$ cat src/rtl/chain_link_pkg.sv
package chain_link_pkg;
  localparam int LNK_ID_W   = 5;
  localparam int LNK_CTRL_W = 16;
  localparam int LNK_EN_BIT = 15;
  localparam logic [1:0] DESC_LINKING = 2'd1;
endpackage

$ cat src/rtl/cls_rst_sync.sv
module cls_rst_sync (
  input  logic clk,
  input  logic rst_n_in,
  output logic rst_n_out
);
  logic meta_q;

  always_ff @(posedge clk or negedge rst_n_in) begin
    if (!rst_n_in) begin
      meta_q    <= 1'b0;
      rst_n_out <= 1'b0;
    end else begin
      meta_q    <= 1'b1;
      rst_n_out <= meta_q;
    end
  end
endmodule

$ cat src/rtl/cls_link_bank.sv
module cls_link_bank
  import chain_link_pkg::*;
#(
  parameter int NUM_CH = 32,
  localparam int ID_W  = (NUM_CH > 1) ? $clog2(NUM_CH) : 1
) (
  input  logic                       clk,
  input  logic                       rst_n,
  input  logic                       wr_en,
  input  logic [ID_W-1:0]            wr_ch,
  input  logic                       wr_arm,
  input  logic [LNK_ID_W-1:0]        wr_next,
  input  logic                       clr_en,
  input  logic [ID_W-1:0]            clr_ch,
  output logic [NUM_CH-1:0]          arm_vec,
  output logic [NUM_CH*LNK_ID_W-1:0] next_flat
);
  for (genvar g = 0; g < NUM_CH; g++) begin : g_ch
    logic                clr_hit, wr_hit, ld;
    logic                arm_d, arm_q;
    logic [LNK_ID_W-1:0] nxt_d, nxt_q;

    assign clr_hit = clr_en && (clr_ch == ID_W'(g));
    assign wr_hit  = wr_en  && (wr_ch  == ID_W'(g));
    assign ld      = clr_hit || wr_hit;

    always_comb begin
      arm_d = arm_q;
      nxt_d = nxt_q;
      if (clr_hit) begin
        arm_d = 1'b0;
      end else if (wr_hit) begin
        arm_d = wr_arm;
        nxt_d = wr_next;
      end
    end

    always_ff @(posedge clk or negedge rst_n) begin
      if (!rst_n) begin
        arm_q <= 1'b0;
        nxt_q <= '0;
      end else if (ld) begin
        arm_q <= arm_d;
        nxt_q <= nxt_d;
      end
    end

    assign arm_vec[g] = arm_q;
    assign next_flat[g*LNK_ID_W +: LNK_ID_W] = nxt_q;
  end
endmodule

$ cat src/rtl/cls_link_ctrl.sv
module cls_link_ctrl
  import chain_link_pkg::*;
#(
  parameter int NUM_CH = 32,
  localparam int ID_W  = (NUM_CH > 1) ? $clog2(NUM_CH) : 1
) (
  input  logic                       clk,
  input  logic                       rst_n,
  input  logic [NUM_CH-1:0]          fast_cfg,
  input  logic                       start_valid,
  input  logic [LNK_ID_W-1:0]        start_id,
  input  logic                       desc_valid,
  input  logic [1:0]                 desc_type,
  input  logic [LNK_CTRL_W-1:0]      desc_ctrl,
  input  logic                       blk_done,
  input  logic                       blk_final,
  input  logic [NUM_CH-1:0]          arm_vec,
  input  logic [NUM_CH*LNK_ID_W-1:0] next_flat,
  output logic                       wr_en,
  output logic [ID_W-1:0]            wr_ch,
  output logic                       wr_arm,
  output logic [LNK_ID_W-1:0]        wr_next,
  output logic                       clr_en,
  output logic [ID_W-1:0]            clr_ch,
  output logic                       busy,
  output logic [ID_W-1:0]            act_id,
  output logic [NUM_CH-1:0]          pend_vec,
  output logic                       sb_done,
  output logic [ID_W-1:0]            sb_done_id,
  output logic                       cfg_err
);
  logic                busy_q, busy_d;
  logic [ID_W-1:0]     act_q, act_d;
  logic [NUM_CH-1:0]   pend_q, pend_d;
  logic                err_q, err_d;
  logic                done_q, done_d;
  logic [ID_W-1:0]     did_q, did_d;
  logic                start_ok, blk_ev, handoff, tgt_ok, state_ld;
  logic                cur_arm;
  logic [LNK_ID_W-1:0] cur_next;
  logic [ID_W-1:0]     tgt;

  assign cur_arm  = arm_vec[act_q];
  assign cur_next = next_flat[act_q*LNK_ID_W +: LNK_ID_W];
  assign tgt      = cur_next[ID_W-1:0];
  assign start_ok = !busy_q && start_valid && (int'(start_id) < NUM_CH);
  assign blk_ev   = busy_q && blk_done;
  assign handoff  = blk_ev && cur_arm;
  assign tgt_ok   = (int'(cur_next) < NUM_CH) && !fast_cfg[tgt];
  assign state_ld = start_ok || blk_ev;

  always_comb begin
    busy_d = busy_q;
    act_d  = act_q;
    pend_d = pend_q;
    err_d  = err_q;
    done_d = 1'b0;
    did_d  = did_q;
    if (start_ok) begin
      busy_d                     = 1'b1;
      act_d                      = start_id[ID_W-1:0];
      pend_d[start_id[ID_W-1:0]] = 1'b1;
      err_d                      = 1'b0;
    end else if (blk_ev) begin
      if (blk_final) pend_d[act_q] = 1'b0;
      if (cur_arm) begin
        if (tgt_ok) begin
          act_d       = tgt;
          pend_d[tgt] = 1'b1;
        end else begin
          err_d  = 1'b1;
          busy_d = 1'b0;
        end
      end else if (blk_final) begin
        done_d = 1'b1;
        did_d  = act_q;
        busy_d = 1'b0;
      end
    end
  end

  always_ff @(posedge clk or negedge rst_n) begin
    if (!rst_n) begin
      busy_q <= 1'b0;
      act_q  <= '0;
      pend_q <= '0;
      err_q  <= 1'b0;
      did_q  <= '0;
    end else if (state_ld) begin
      busy_q <= busy_d;
      act_q  <= act_d;
      pend_q <= pend_d;
      err_q  <= err_d;
      did_q  <= did_d;
    end
  end

  always_ff @(posedge clk or negedge rst_n) begin
    if (!rst_n) done_q <= 1'b0;
    else        done_q <= done_d;
  end

  assign wr_en      = busy_q && desc_valid && !blk_done && (desc_type == DESC_LINKING);
  assign wr_ch      = act_q;
  assign wr_arm     = desc_ctrl[LNK_EN_BIT];
  assign wr_next    = desc_ctrl[LNK_ID_W-1:0];
  assign clr_en     = start_ok || handoff;
  assign clr_ch     = start_ok ? start_id[ID_W-1:0] : act_q;
  assign busy       = busy_q;
  assign act_id     = act_q;
  assign pend_vec   = pend_q;
  assign sb_done    = done_q;
  assign sb_done_id = did_q;
  assign cfg_err    = err_q;
endmodule

$ cat src/rtl/chain_link_seq.sv
module chain_link_seq
  import chain_link_pkg::*;
#(
  parameter int NUM_CH = 32,
  localparam int ID_W  = (NUM_CH > 1) ? $clog2(NUM_CH) : 1
) (
  input  logic                  clk,
  input  logic                  rst_n,
  input  logic [NUM_CH-1:0]     fast_cfg,
  input  logic                  start_valid,
  input  logic [LNK_ID_W-1:0]   start_id,
  input  logic                  desc_valid,
  input  logic [1:0]            desc_type,
  input  logic [LNK_CTRL_W-1:0] desc_ctrl,
  input  logic                  blk_done,
  input  logic                  blk_final,
  output logic [NUM_CH-1:0]     act_vec,
  output logic [NUM_CH-1:0]     pend_vec,
  output logic                  busy,
  output logic                  sb_done,
  output logic [ID_W-1:0]       sb_done_id,
  output logic                  cfg_err
);
  logic                       rst_n_sync;
  logic                       wr_en, wr_arm, clr_en;
  logic [ID_W-1:0]            wr_ch, clr_ch, act_id;
  logic [LNK_ID_W-1:0]        wr_next;
  logic [NUM_CH-1:0]          arm_vec;
  logic [NUM_CH*LNK_ID_W-1:0] next_flat;

  cls_rst_sync rst_i (
    .clk(clk), .rst_n_in(rst_n), .rst_n_out(rst_n_sync)
  );

  cls_link_bank #(.NUM_CH(NUM_CH)) bank_i (
    .clk(clk), .rst_n(rst_n_sync),
    .wr_en(wr_en), .wr_ch(wr_ch), .wr_arm(wr_arm), .wr_next(wr_next),
    .clr_en(clr_en), .clr_ch(clr_ch),
    .arm_vec(arm_vec), .next_flat(next_flat)
  );

  cls_link_ctrl #(.NUM_CH(NUM_CH)) ctrl_i (
    .clk(clk), .rst_n(rst_n_sync), .fast_cfg(fast_cfg),
    .start_valid(start_valid), .start_id(start_id),
    .desc_valid(desc_valid), .desc_type(desc_type), .desc_ctrl(desc_ctrl),
    .blk_done(blk_done), .blk_final(blk_final),
    .arm_vec(arm_vec), .next_flat(next_flat),
    .wr_en(wr_en), .wr_ch(wr_ch), .wr_arm(wr_arm), .wr_next(wr_next),
    .clr_en(clr_en), .clr_ch(clr_ch),
    .busy(busy), .act_id(act_id), .pend_vec(pend_vec),
    .sb_done(sb_done), .sb_done_id(sb_done_id), .cfg_err(cfg_err)
  );

  always_comb begin
    act_vec = '0;
    if (busy) act_vec[act_id] = 1'b1;
  end
endmodule

$ cat config.mk
export PLATFORM = sky130hd
export DESIGN_NAME = chain_link_seq
export DESIGN_NICKNAME = d
export VERILOG_FILES = /design/src/rtl/chain_link_pkg.sv /design/src/rtl/cls_rst_sync.sv /design/src/rtl/cls_link_bank.sv /design/src/rtl/cls_link_ctrl.sv /design/src/rtl/chain_link_seq.sv
export SDC_FILE = /design/constraint.sdc
export NUM_CORES = 1
export LEC_CHECK = 0
export BUFFER_PORTS_ARGS = -buffer_cell sky130_fd_sc_hd__buf_2
export CAP_MARGIN = 10
export CORE_ASPECT_RATIO = 1.4
export CORE_MARGIN = 2
export CORE_UTILIZATION = 40
export DETAILED_ROUTE_END_ITERATION = 10
export MAX_ROUTING_LAYER = met4
export PLACE_DENSITY = 0.59
export SLEW_MARGIN = 20
export SYNTH_ARGS = -nofsm -noshare
export SYNTH_HDL_FRONTEND = slang
export SYNTH_SLANG_ARGS = --single-unit
$ cat constraint.sdc
create_clock -name clk -period 7.74 [get_ports clk]
set_input_delay 0.774 -clock clk [delete_from_list [all_inputs] [get_ports clk]]
set_output_delay 0.774 -clock clk [all_outputs]
set_load 0.01 [all_outputs]
After elaboration in Yosys (flattened, before gate mapping)
Cells that the tools add are included.
{"block": "op_classes", "multipliers": 1, "n_eq_ne": 65, "shift": 1, "n_mux": 100, "n_reduce_logical": 216, "bitwise_logic": 38, "order_cmp": 6}
{"cell": "$mux W32", "n": 8}
{"cell": "$eq A5 B5 Y1 const B", "n": 32}
{"cell": "$shiftx A160 B9 Y5", "n": 1}
{"cell": "$reduce_and A3 Y1", "n": 32}
{"cell": "$mux W1", "n": 82}
{"cell": "$eq A5 B4 Y1 const B", "n": 16}
{"cell": "$logic_and A1 B1 Y1", "n": 73}
{"cell": "$reduce_bool A2 Y1", "n": 35}
{"cell": "$reduce_and A2 Y1", "n": 33}
{"cell": "$or A32 B32 Y32", "n": 2}
{"cell": "$eq A5 B3 Y1 const B", "n": 8}
{"cell": "$logic_or A1 B1 Y1", "n": 34}
{"cell": "$not A1 Y1", "n": 34}
{"cell": "$and A32 B32 Y32", "n": 1}
{"cell": "$not A32 Y32", "n": 1}
{"cell": "$mux W5", "n": 5}
{"cell": "$eq A5 B2 Y1 const B", "n": 4}
{"cell": "$lt A5 B6 Y1 const B", "n": 3}
{"cell": "$demux W1 S5", "n": 3}
{"cell": "$ge A5 B1 Y1 const B", "n": 3}
{"cell": "$reduce_and A4 Y1", "n": 3}
{"cell": "$bmux W1 S5", "n": 2}
{"cell": "$eq A5 B1 Y1 const B", "n": 2}
{"cell": "$logic_not A5 Y1", "n": 2}
{"cell": "7 further kinds", "n": 8}
{"block": "word_totals", "in_bits": 61, "ff_bits": 239, "wordCells": 499, "output_inout_bits": 72}

Depth between registers and ports, before layout
{"block": "logic_depth", "word_depth": 14, "ltp_mapped": 15, "ltp_nobuf": 10}

Cells and area by module
Synthesis repeated with hierarchy kept, for this count alone.
{"block": "unflattened", "hier_cells": 1195, "area_unflattened_um2": 13425.4}
{"mod": "cls_link_bank", "area_per_inst_um2": 8326.7, "n_inst": 1, "seq_area_each_um2": 4804.6, "cells_per_inst": 632}
{"mod": "cls_link_ctrl", "area_per_inst_um2": 4814.6, "n_inst": 1, "seq_area_each_um2": 1126.1, "cells_per_inst": 513}
{"mod": "chain_link_seq", "area_per_inst_um2": 230.2, "n_inst": 1, "seq_area_each_um2": 0.0, "cells_per_inst": 47}
{"mod": "cls_rst_sync", "area_per_inst_um2": 53.8, "n_inst": 1, "seq_area_each_um2": 50.0, "cells_per_inst": 3}

Least setup slack after synthesis
Ideal clock, no wire load.
{"block": "synth_timing", "kind": "reg2reg", "startpoint": "register ctrl_i.act_q[1] (netlist: ctrl_i.act_id[1])", "endpoint": "register ctrl_i.act_q[3] (netlist: ctrl_i.act_id[3])", "stages_incl_launch_ff": 12, "synth_period_minus_slack_ns": 3.361, "setup_time_ns": 0.126, "required_time_ns": 7.614, "path_slack_ns": 4.379, "path_buffers": 2, "arrival_time_ns": 3.235, "cell_sequence": "dfrtp_1 > buf_6 > buf_6 > mux4_2 > a32o_2 > or4_4 > nand2_1 > nor2_1 > a221o_1 > nor4b_4 > nor3_1 > a221o_1"}
{"block": "synth_between", "elab_chain_len": 6, "word_cells_on_any_way": 13, "classes_between": "mul (1); eq/ne (1); shift (1); mux (8); reduce/logical (2)"}
{"item": "start, declared", "line_no": "cls_link_ctrl.sv:33", "text": "logic [ID_W-1:0] act_q, act_d;"}
{"item": "start signal, assigned", "line_no": "cls_link_ctrl.sv:91", "text": "act_q <= act_d;"}
{"item": "$mul A5 B3 Y8", "line_no": "cls_link_ctrl.sv:44", "text": "assign cur_next = next_flat[act_q*LNK_ID_W +: LNK_ID_W];"}
{"item": "$shiftx A160 B9 Y5", "line_no": "cls_link_ctrl.sv:44"}
{"item": "$bmux W1 S5 or $mux W5 (tied branches)", "line_no": "cls_link_ctrl.sv:49, cls_link_ctrl.sv:67"}
{"item": "$mux W1 (not written as such) or $mux W5 (tied branches)", "line_no": "cls_link_ctrl.sv:49, cls_link_ctrl.sv:66"}
{"item": "$ne A2 B1 Y1 (no line) or $mux W5 (tied branches)"}
{"item": "$reduce_and A4 Y1 (no line) or $mux W5 (tied branches)"}
Parallel ways exist; a longest one is shown, timed or not. The select of a mux whose other input is x is not followed.
A chain may end at the register's enable or synchronous reset.

Worst setup path after layout
{"block": "layout_timing", "startpoint": "register ctrl_i.act_q[1] (netlist: ctrl_i.act_id[1])", "endpoint": "register ctrl_i.pend_q[18] (netlist: ctrl_i.pend_vec[18])"}
{"block": "layout_between", "elab_chain_len": 14, "word_cells_on_any_way": 26, "classes_between": "mul (1); order compare (4); shift (1); mux (15); bitwise (3); reduce/logical (2)"}
{"item": "branches (longest 11 deep; another with $mul A5 B3 Y8)"}
{"item": "$mux W32 (*)", "line_no": "cls_link_ctrl.sv:66", "text": "if (cur_arm) begin"}
{"item": "$mux W32 (*)", "line_no": "cls_link_ctrl.sv:64", "text": "end else if (blk_ev) begin"}
{"item": "$mux W32 (*)", "line_no": "cls_link_ctrl.sv:59", "text": "if (start_ok) begin"}
{"item": "end signal, assigned", "line_no": "cls_link_ctrl.sv:92", "text": "pend_q <= pend_d;"}
{"item": "end, declared", "line_no": "cls_link_ctrl.sv:34", "text": "logic [NUM_CH-1:0] pend_q, pend_d;"}
Every way passes the cells marked *. The select of a mux whose other input is x is not followed.

==> results.tsv <==
stage	metric	value	unit
min_path	Worst Hold End	rst_i.rst_n_out$_DFF_PN0_	
detailed_routing	WL per Instance	23.9	µm
clock_tree	# Post-CTS Setup Buffers	0	
sta	post-route clock period utilization	61.9	%
power_and_ir_drop	Leak	6.86	nW
global_route	grt ovf	0	
min_path	HP Start	rst_i.meta_q$_DFF_PN0_	
cells_and_area	# diodes	0	
global_route	overall routing resource usage	24.9	%
critical_path	worst-path maximum fanout	32	
logic_synthesis	syn_nets	1230	
global_route	first-pass GRT wire length	61.7	mm
cells_and_area	NumNets Final	1314	
critical_path	r2r endpoint	ctrl_i.pend_vec[18]$_DFFE_PN0N_	
detailed_routing	antenna viol nets, final	0	
sta	worst clock skew	0.00998	ns
critical_path	r2r startpoint	ctrl_i.act_id[1]$_DFFE_PN0P_	
logic_synthesis	largest family of logic cells by synthesized area	multiplexers	
critical_path	flop2flop setup slack	2.95	ns
placed_design	Post-DP Area	13600	µm²
logic_synthesis	Async SR Flop Fraction	100	%
sta	final hold violations	0	
die	Die X	155	µm
logic_synthesis	mapped cell area	12800	µm²
logic_synthesis	#FFs+latches synth	239	
logic_synthesis	post-synthesis xor/xnor area fraction	0	%
clock_tree	CTS root buffer	clkbuf_16	
clock_tree	cts repair resizes	0	
detailed_routing	DR pass1 iterations	5	
global_route	largest net degree at the start of global routing	176	
die	Top Ports	133	
logic_synthesis	number of synthesized flops with an enable pin	0	
detailed_routing	WL final	39.8	mm
die	die area	33400	µm²
critical_path	CP arrival	5.24	ns
min_path	Worst Hold Class	register to register	
clock_tree	CTS sink cnt	239	
die	initial core utilization	40.6	%
logic_synthesis	Cell variety after synth	67	
clock_tree	Clk Latency, worst-skew pair	0.53	ns
power_and_ir_drop	Power Density	353	nW/µm²
sta	worst-margin pin slew	1.05	ns
logic_synthesis	multiplexer area fraction after synthesis	26.3	%
sta	fin. max-slew vios	0	
cells_and_area	final non-filler cell total	1663	
critical_path	CP Launch Type	register	
cells_and_area	fin area	14500	µm²
placed_design	placed cell count	1621	
logic_synthesis	Adder-Cell Fraction of Synth Area	0	%
detailed_routing	DRC Markers	0	
sta	final setup TNS	0	ns
detailed_routing	vias per cell	5.97	
power_and_ir_drop	Total Power	5.11	mW
logic_synthesis	Synth Area in Simple Gates	13.6	%
sta	RSZ-0062 raised after global routing	no	
cells_and_area	commonest non-fill, non-tap cell in the layout	dfrtp_1	
placed_design	gpl congestion	0.981	
clock_tree	CTS tree	done	
run	Max-Cap Viols	0	
sta	min cycle time layout	4.79	ns
detailed_routing	1st-iter DRT viols	685	
cells_and_area	most frequent cells in the layout	236 x dfrtp_1, 169 x mux2_2, 122 x nor2_1, 122 x buf_2, 115 x a21oi_1	
cells_and_area	Area Overhead vs Synth	13.2	%
logic_synthesis	Main synth FF type	dfrtp_1	
min_path	hold path depth	0	
clock_tree	H-tree depth	1	
die	core area	31500	µm²
clock_tree	clk buf depth	3	
critical_path	Worst Setup Path Type	register to register	
die	Std-Cell Rows	77	
placed_design	PortBufs	122	
clock_tree	CTS Buf Count	24	
logic_synthesis	Synth Warn #	0	
logic_synthesis	cells after synthesis	1169	
critical_path	r2r worst-path depth	12	
cells_and_area	share of layout cells above drive strength 1	31.9	%
logic_synthesis	Synth Area in Compound Gates	9.74	%
run_status	status	finished clean	
die	Die Y	216	µm
sta	maximum operating frequency	0.209	GHz
sta	Final setup viols	0	
critical_path	element type at the critical path end	register	
placed_design	Post-DP HPWL	27.4	mm
detailed_routing	Vias	9933	
logic_synthesis	sequential area share after synthesis	46.8	%
logic_synthesis	syn avg cell area	10.9	µm²
clock_tree	Clock transition at path regs	0.06	ns
critical_path	Worst EP required	8.19	ns
global_route	initial antenna violation count	0	
sta	Rel. slew slack	29.8	%
power_and_ir_drop	VDD IR max	0.168	mV
global_route	vias in the first global route	10333	
## cell usage after synthesis (4+ instances only)
library cell / count / area, µm²
dfrtp_1: 239 / 5980
mux2_2: 169 / 1900
nor2_1: 123 / 462
a21oi_1: 115 / 576
nand2_1: 74 / 278
nand3_1: 65 / 325
mux2i_1: 64 / 641
clkbuf_1: 54 / 203
mux4_2: 29 / 653
o21ai_0: 23 / 115
and2_1: 21 / 131
and3_1: 20 / 125
buf_6: 11 / 124
a22oi_1: 10 / 75.1
nor2b_1: 10 / 62.6
nor3_1: 9 / 45.0
o21ai_1: 9 / 45.0
o22ai_1: 9 / 56.3
buf_1: 8 / 30.0
buf_2: 8 / 40.0
nand2b_1: 8 / 50.1
a2111oi_0: 7 / 61.3
or2_2: 6 / 37.5
a31oi_1: 5 / 31.3
mux2_1: 5 / 56.3
or3_1: 5 / 31.3
a211oi_1: 4 / 30.0
buf_4: 4 / 30.0
inv_1: 4 / 15.0
mux4_1: 4 / 105
## power breakdown
part	switching [mW]	total [mW]	internal, mW
Clock	0.491	1.24	0.744
Sequential	0.181	1.70	1.51
Combinational	1.41	2.18	0.764
Total	2.08	5.11	3.02
## state kept, by name (all words and copies together), names as in the netlist
register / count
bank_i.g_ch.nxt_q: 160
bank_i.g_ch.arm_q: 32
ctrl_i.pend_vec: 32
ctrl_i.act_id: 5
ctrl_i.sb_done_id: 5
ctrl_i.busy: 1
ctrl_i.cfg_err: 1
ctrl_i.sb_done: 1
rst_i.meta_q: 1
rst_i.rst_n_out: 1
## through the flow
| stage | hold slack, ns | util (%) | setup slack (ns) |
|---|---|---|---|
| 2_1_floorplan | 0.331 | - | 0.586 |
| 3_3_place_gp | 0.336 | 43.3 | 3.06 |
| 3_5_place_dp | 0.345 | 43.3 | 3.00 |
| 4_1_cts | 0.360 | 46.0 | 2.99 |
| 5_1_grt | 0.376 | 46.0 | 2.75 |
| 6_report | 0.357 | 46.0 | 2.95 |
## timing repair
action	in CTS	in global routing
endpoints found under the hold margin	2	0
endpoints found under the setup margin	0	0
hold buffers	1	0
## cells by family (layout without fill, tap and decap cells)
| family | Yosys count | after routing |
|---|---|---|
| simple gates | 359 | 359 |
| mux | 271 | 271 |
| flops | 239 | 239 |
| compound gates | 207 | 207 |
| buf+inv | 92 | 191 |
| other cells | 1 | 1 |
## final cells by class
type / count / area, µm²
multi-input cells: 838 / 6350
well taps: 395 / 494
flip-flops and latches: 239 / 5990
inverters: 5 / 18.8
fillers: 2909 / 17000
repair buffers: 145 / 798
clock buffers: 36 / 727
clock inverters: 5 / 100
## worst max-delay path, stage by stage, from the launching register on
cell and delay (ns):
dfrtp_2 0.75, buf_4 0.42, nor2b_1 0.08, a2111oi_0 0.62
nor3_1 0.30, nor4_2 0.89, a2111oi_0 0.18, o21ai_1 0.21
nand4_2 0.23, nor4_4 0.29, buf_4 0.37, nand3_1 0.13
a21oi_1 0.18
## layer usage
layer  vias to the layer above  routed length, µm  GRT usage, %
met5                         -                  0             -
met2                       415              20300          42.0
met1                      4976              14900          28.2
met3                       126               1910          2.69
met4                         0               2740          15.8
li1                       4416                  -             -
## worst max-delay path by stage
stage / to / cells past startpoint / slack, ns / startpoint
5_1_grt: ctrl_i.pend_vec[25]$_DFFE_PN0N_ / 12 / 2.75 / ctrl_i.act_id[1]$_DFFE_PN0P_
4_1_cts: ctrl_i.pend_vec[18]$_DFFE_PN0N_ / 12 / 2.99 / ctrl_i.act_id[1]$_DFFE_PN0P_
6_report: ctrl_i.pend_vec[18]$_DFFE_PN0N_ / 12 / 2.95 / ctrl_i.act_id[1]$_DFFE_PN0P_
3_5_place_dp: ctrl_i.pend_vec[21]$_DFFE_PN0N_ / 12 / 3.00 / ctrl_i.act_id[1]$_DFFE_PN0P_
3_3_place_gp: ctrl_i.pend_vec[23]$_DFFE_PN0N_ / 12 / 3.06 / ctrl_i.act_id[1]$_DFFE_PN0P_
2_1_floorplan: bank_i.g_ch[0].arm_q$_DFFE_PN0P_ / 0 / 0.59 / rst_i.rst_n_out$_DFF_PN0_
Note: power is estimated with default switching activity, not from simulation.
